<file path="src/rtl/capchan_pkg.sv">
// Package: shared types and helpers for the capture channel.
// Assumes select codes are small (a few bits) so 1<<code fits in 32 bits.
package capchan_pkg;

    typedef enum logic {
        POL_RISE = 1'b0,
        POL_FALL = 1'b1
    } cap_pol_e;

    // Threshold for a run counter: (1 << code) - 1, truncated by the caller.
    function automatic int unsigned code_to_last(input int unsigned code);
        return (32'd1 << code) - 32'd1;
    endfunction

endpackage

</file>
<file path="src/rtl/capchan_sync.sv">
// Multi-stage synchroniser for one asynchronous bit.
// Assumes the input toggles no faster than the filter needs to see it.
module capchan_sync #(
    parameter int STAGES = 2
) (
    input  logic clk,
    input  logic rst_n,
    input  logic d_async,
    output logic q_sync
);
    logic [STAGES-1:0] chain;

    genvar gi;
    generate
        for (gi = 0; gi < STAGES; gi++) begin : g_stage
            if (gi == 0) begin : g_first
                // First stage samples the raw pin.
                always_ff @(posedge clk) begin
                    if (!rst_n) chain[gi] <= 1'b0;
                    else        chain[gi] <= d_async;
                end
            end else begin : g_next
                // Later stages resample the previous stage.
                always_ff @(posedge clk) begin
                    if (!rst_n) chain[gi] <= 1'b0;
                    else        chain[gi] <= chain[gi-1];
                end
            end
        end
    endgenerate

    assign q_sync = chain[STAGES-1];
endmodule

</file>
<file path="src/rtl/capchan_filter.sv">
// Level filter: output follows input only after N consecutive differing samples.
// N = 1 << sel, so code 0 is a plain one-cycle register.
module capchan_filter #(
    parameter int SEL_W = 2
) (
    input  logic             clk,
    input  logic             rst_n,
    input  logic [SEL_W-1:0] sel,
    input  logic             din,
    output logic             lvl
);
    import capchan_pkg::*;

    localparam int RUN_W = (1 << SEL_W) - 1;

    logic [RUN_W-1:0] run;
    logic [RUN_W-1:0] last;

    // Decode the sample count code into the final run value.
    always_comb begin
        last = RUN_W'(code_to_last(32'(sel)));
    end

    // Count differing samples and flip the level when the run completes.
    always_ff @(posedge clk) begin
        if (!rst_n) begin
            lvl <= 1'b0;
            run <= '0;
        end else if (din == lvl) begin
            run <= '0;
        end else if (run == last) begin
            lvl <= din;
            run <= '0;
        end else begin
            run <= run + 1'b1;
        end
    end
endmodule

</file>
<file path="src/rtl/capchan_qualify.sv">
// Edge selection plus event divider; emits a one-cycle capture strobe.
// Assumes psc code is changed only when the divider count is below the new limit.
module capchan_qualify #(
    parameter int SEL_W = 2
) (
    input  logic             clk,
    input  logic             rst_n,
    input  logic             en,
    input  logic             pol,
    input  logic [SEL_W-1:0] psc,
    input  logic             lvl,
    output logic             fire
);
    import capchan_pkg::*;

    localparam int PCNT_W = (1 << SEL_W) - 1;

    logic              prev;
    logic              hit;
    logic [PCNT_W-1:0] pcnt;
    logic [PCNT_W-1:0] plast;

    // Remember the previous filtered level for edge detection.
    always_ff @(posedge clk) begin
        if (!rst_n) prev <= 1'b0;
        else        prev <= lvl;
    end

    // Pick the selected transition and decode the divider limit.
    always_comb begin
        if (cap_pol_e'(pol) == POL_FALL) hit = prev & ~lvl;
        else                             hit = lvl & ~prev;
        plast = PCNT_W'(code_to_last(32'(psc)));
    end

    // Count qualifying edges; cleared while the channel is off.
    always_ff @(posedge clk) begin
        if (!rst_n || !en) begin
            pcnt <= '0;
        end else if (hit) begin
            if (pcnt == plast) pcnt <= '0;
            else               pcnt <= pcnt + 1'b1;
        end
    end

    assign fire = en & hit & (pcnt == plast);
endmodule

</file>
<file path="src/rtl/capture_channel.sv">
// Top: one input-capture channel with synchroniser, filter, edge/divider
// qualification, capture register and flags. The count bus comes from an
// external time base and is assumed synchronous to clk.
module capture_channel #(
    parameter int CNT_W  = 16,
    parameter int SYNC_N = 2,
    parameter int FSEL_W = 2,
    parameter int PSEL_W = 2
) (
    input  logic              clk,
    input  logic              rst_n,
    input  logic              chan_en,
    input  logic              edge_sel,
    input  logic [FSEL_W-1:0] filt_sel,
    input  logic [PSEL_W-1:0] psc_sel,
    input  logic              irq_en,
    input  logic              pin_in,
    input  logic [CNT_W-1:0]  count_in,
    input  logic              rd_strobe,
    input  logic              ovr_clr,
    output logic [CNT_W-1:0]  cap_value,
    output logic              cap_flag,
    output logic              ovr_flag,
    output logic              irq
);
    logic pin_s;
    logic pin_f;
    logic fire;

    capchan_sync #(.STAGES(SYNC_N)) u_sync (
        .clk(clk), .rst_n(rst_n), .d_async(pin_in), .q_sync(pin_s)
    );

    capchan_filter #(.SEL_W(FSEL_W)) u_filt (
        .clk(clk), .rst_n(rst_n), .sel(filt_sel), .din(pin_s), .lvl(pin_f)
    );

    capchan_qualify #(.SEL_W(PSEL_W)) u_qual (
        .clk(clk), .rst_n(rst_n), .en(chan_en), .pol(edge_sel),
        .psc(psc_sel), .lvl(pin_f), .fire(fire)
    );

    // Latch the time-base count on each qualified event.
    always_ff @(posedge clk) begin
        if (!rst_n)    cap_value <= '0;
        else if (fire) cap_value <= count_in;
    end

    // Capture flag: set by capture, cleared by a read; capture wins.
    always_ff @(posedge clk) begin
        if (!rst_n)         cap_flag <= 1'b0;
        else if (fire)      cap_flag <= 1'b1;
        else if (rd_strobe) cap_flag <= 1'b0;
    end

    // Overcapture flag: an unread value was overwritten.
    always_ff @(posedge clk) begin
        if (!rst_n)                              ovr_flag <= 1'b0;
        else if (fire && cap_flag && !rd_strobe) ovr_flag <= 1'b1;
        else if (ovr_clr)                        ovr_flag <= 1'b0;
    end

    assign irq = cap_flag & irq_en;
endmodule

</file>
<file path="config.mk">
export PLATFORM = sky130hd
export DESIGN_NAME = capture_channel
export DESIGN_NICKNAME = d
export VERILOG_FILES = /design/src/rtl/capchan_pkg.sv /design/src/rtl/capchan_sync.sv /design/src/rtl/capchan_filter.sv /design/src/rtl/capchan_qualify.sv /design/src/rtl/capture_channel.sv
export SDC_FILE = /design/constraint.sdc
export NUM_CORES = 1
export LEC_CHECK = 0
export ABC_AREA = 1
export BUFFER_PORTS_ARGS = -buffer_cell sky130_fd_sc_hd__buf_2
export CAP_MARGIN = 40
export CORE_UTILIZATION = 40
export DETAILED_ROUTE_END_ITERATION = 10
export PLACE_DENSITY = 0.7
export SETUP_SLACK_MARGIN = 0.3
export SLEW_MARGIN = 10
export SYNTH_ARGS = -nofsm -noshare
export SYNTH_HDL_FRONTEND = slang
export SYNTH_SLANG_ARGS = --single-unit
export TNS_END_PERCENT = 20
</file>
<file path="constraint.sdc">
create_clock -name clk -period 1.49 [get_ports clk]
set_clock_uncertainty 0.2 [all_clocks]
set_input_delay 0.298 -clock clk [delete_from_list [all_inputs] [get_ports clk]]
set_output_delay 0.298 -clock clk [all_outputs]
set_load 0.005 [all_outputs]
</file>
==> summary.md <==
| Metric | Value |
|---|---|
| Status | `completed` |
| Die Height | `61.3 um` |
| Residual DRC | `0` |
| Nature of the critical path startpoint | `flop` |
| Detailed Route WL | `3.28 mm` |
| FP Rows | `21` |
| First DRT Iteration DRCs | `between 40 and 50` |
| Fin crit share | `96.2%` |
| Fillcell total | `329` |
| Setup violators final | `0` |
| Syn_area_per_cell | `just under 7 um^2` |
| Post-DR vias/cell | `4.49` |
| Reg2reg start | `u_qual.pcnt[1]` |
| DR WL/cell | `approximately 11 um` |
| CP required | `1.55 ns` |
| Final nets | `294` |
| PwrDens | `669 nW/um^2` |
| Largest net degree at the start of global routing | `19` |
| Width of the chip | `61.3 um` |
| Detail Route Antenna Nets | `0` |
| TritonRoute pass-1 iters | `4` |
| Synthesized net count | `between 200 and 250` |
| Bufs on Longest Clock Path | `2` |
| Total power | `1.36 mW` |
| Fin. max-slew vios | `0` |
| Vias | `1384` |
| R2R Setup Slk | `0.06 ns` |
| First-pass GRT wire length | `around 4.5 mm` |
| Endpoint, Worst Hold | `ovr_flag` |
| Gpl congestion | `0.756` |
| Cell area after synthesis | `about 1400 um^2` |
| Slowest stage cell on the critical path | `dfxtp_4` |
| Post-DP HPWL | `2.03 mm` |
| Worst-path cell chain | `inv_2 > nand2_2 > nand2_2 > buf_6 > nand3_4 > nor2_4 > nor2_1 > nor2_1` |
| Gr ovfl total | `0` |
| Yosys cell types | `21` |
| Setup CP Type | `reg -> reg` |
| Clock Sink Count | `28` |
| Fin. Hold Viols | `0` |
| Hold Path Class | `in -> reg` |
| Placement Cell Area | `around 1700 um^2` |
| Initial antenna violation count | `0` |
| Initial Utilization | `between 40% and 50%` |
| Fmax | `698 MHz` |
| Synth warnings | `0` |
| Synthesis-stage register bit count | `28` |
| Post-route insts no fill | `just over 300` |
| Part of the Yosys area used for sequential elements | `39.9%` |
| Total CTS buffers | `3` |
| Vias in the first global route | `1109` |
| RR Endpoint | `cap_value[10]` |
| I/O Buffers | `46` |
| Crit end category | `flop` |
| Placed cell count | `approximately 300` |
| GRT Total Usage | `16.3%` |
| Clk Tree Root Cell | `clkbuf_4` |
| Most frequent cells in the layout | `42 x nor2_1, 39 x nand2_1, 34 x buf_2` |
| Slew @ Worst Pin | `0.230 ns` |
| CP arrival | `1.49 ns` |
| Maximum vdd drop | `0.000626 V` |
| Crit path max fanout | `8` |
| Commonest non-fill, non-tap cell in the layout | `nor2_1` |
| Slew HR | `84.6%` |
| Unrepaired setup endpoints after global routing | `yes` |
| Worst Hold Launch | `rd_strobe` |
| Final core utilization | `60.3%` |
| Fraction of final layout cells sized beyond drive strength 1 | `45.8%` |
| Max-cap violations | `0` |
| Mapped Cells | `slightly above 200` |
| Die Area | `3760 um^2` |
| Area Growth Syn to Fin | `44.2%` |
| Final instance area | `2030 um^2` |
| Hold path depth | `4` |
| H-Tree Depth | `1` |
| Slowest stage delay, CP | `0.39 ns` |
| Pleak | `1.03 nW` |
| Hold slack | `between 0.05 and 0.06 ns` |
| Reg2Reg Depth | `8` |
| Clock latency on the worst-skew pair | `0.32 ns` |
| I/O pin cnt | `47` |
| Final Critical Period | `1.43 ns` |
| Clock-pin slew on the worst setup and hold paths | `0.15 ns` |
| Core Box Area | `3360 um^2` |
| # diodes | `0` |
| TritonCTS clock tree | `built` |
==> synth_stat cells <==
library cell  number  share of area, %
buf_8              1               1.1
nand3_1           22               7.8
nor2_1            45                12
xnor2_1            3               1.9
nor2_4             2               1.6
inv_6              1              0.62
nand2_4            2               1.6
nand2_1           47                13
o21ai_0            1              0.36
ha_1               2               1.8
buf_4              2               1.1
dfxtp_1           28                40
xor2_1             1              0.62
nand3_2            1              0.71
buf_6              2               1.6
o21bai_4           1               1.3
inv_2              1              0.27
nor2_8             1               1.4
nand3_4            1               1.2
inv_1             33               8.8
a21oi_1            5               1.8
==> sequential cells by signal (all words and copies together) (netlist names) <==
name / cells
u_qual.prev: 1
u_sync.chain: 1
u_qual.pcnt: 3
cap_flag: 1
u_filt.lvl: 1
u_filt.run: 3
u_sync.q_sync: 1
cap_value: 16
ovr_flag: 1
==> power by group <==
group | internal (mW) | switching (mW) | leakage (nW) | total (mW)
registers | 0.765 | 0.0120 | 0.237 | 0.777
logic | 0.123 | 0.150 | 0.776 | 0.272
clock network | 0.0947 | 0.213 | 0.0138 | 0.308
total | 0.982 | 0.375 | 1.03 | 1.36
==> worst max-delay path: cells and delay by family (launching register included) <==
family / cells / cell delay [ns]
simple gates: 6 / 0.62
flops: 1 / 0.39
buf+inv: 2 / 0.15
==> how the worst max path moves through the flow <==
stage	from	slack, ns	end
2_1_floorplan	u_filt.lvl	0.11	cap_value[6]
3_3_place_gp	psc_sel[1]	-0.11	cap_value[12]
3_5_place_dp	psc_sel[1]	-0.12	cap_value[15]
4_1_cts	u_filt.lvl	0.07	cap_value[3]
5_1_grt	u_filt.lvl	-0.03	cap_value[2]
6_report	u_qual.pcnt[1]	0.06	cap_value[10]
==> kinds of logic after synthesis <==
kind of cell / synth area share [%]
compound gates: 3.47
flops: 39.9
simple gates: 39.0
buf+inv: 13.4
fa+ha+maj: 1.78
xor+xnor: 2.49
==> per-stage QoR <==
step | setup slack, ns | setup TNS (ns)
after floorplan | 0.112 | 0
after global placement | -0.107 | -1.78
after detailed placement | -0.123 | -1.75
after CTS | 0.0673 | 0
after global routing | -0.0309 | -0.0914
final | 0.0570 | 0
==> timing repair <==
action,4_1_cts,5_1_grt
setup endpoints to repair,40,44
hold buffers,1,1
setup buffers,6,2
gates resized for setup,11,49
gates cloned,2,0
endpoints found under the hold margin,1,1
pin swaps,12,27
==> layout make-up <==
class / instances / area [um^2] / share of cell area (%)
Inverter: 35 / 136 / 6.72
Multi-Input combinational cell: 136 / 778 / 38.4
Clock buffer: 3 / 22.5 / 1.11
Timing Repair Buffer: 60 / 444 / 21.9
Sequential cell: 28 / 589 / 29.1
Tap cell: 46 / 57.6 / 2.84
==> per-layer routing <==
layer  part of all wire (%)  vias up  global-route usage [%]
met4                   0.98        0                    4.22
met5                      0        -                       0
li1                       -      727                       -
met2                     50       46                    29.2
met1                     43      607                    19.4
met3                    5.8        4                    3.78
Note: power is estimated with default switching activity, not from simulation.
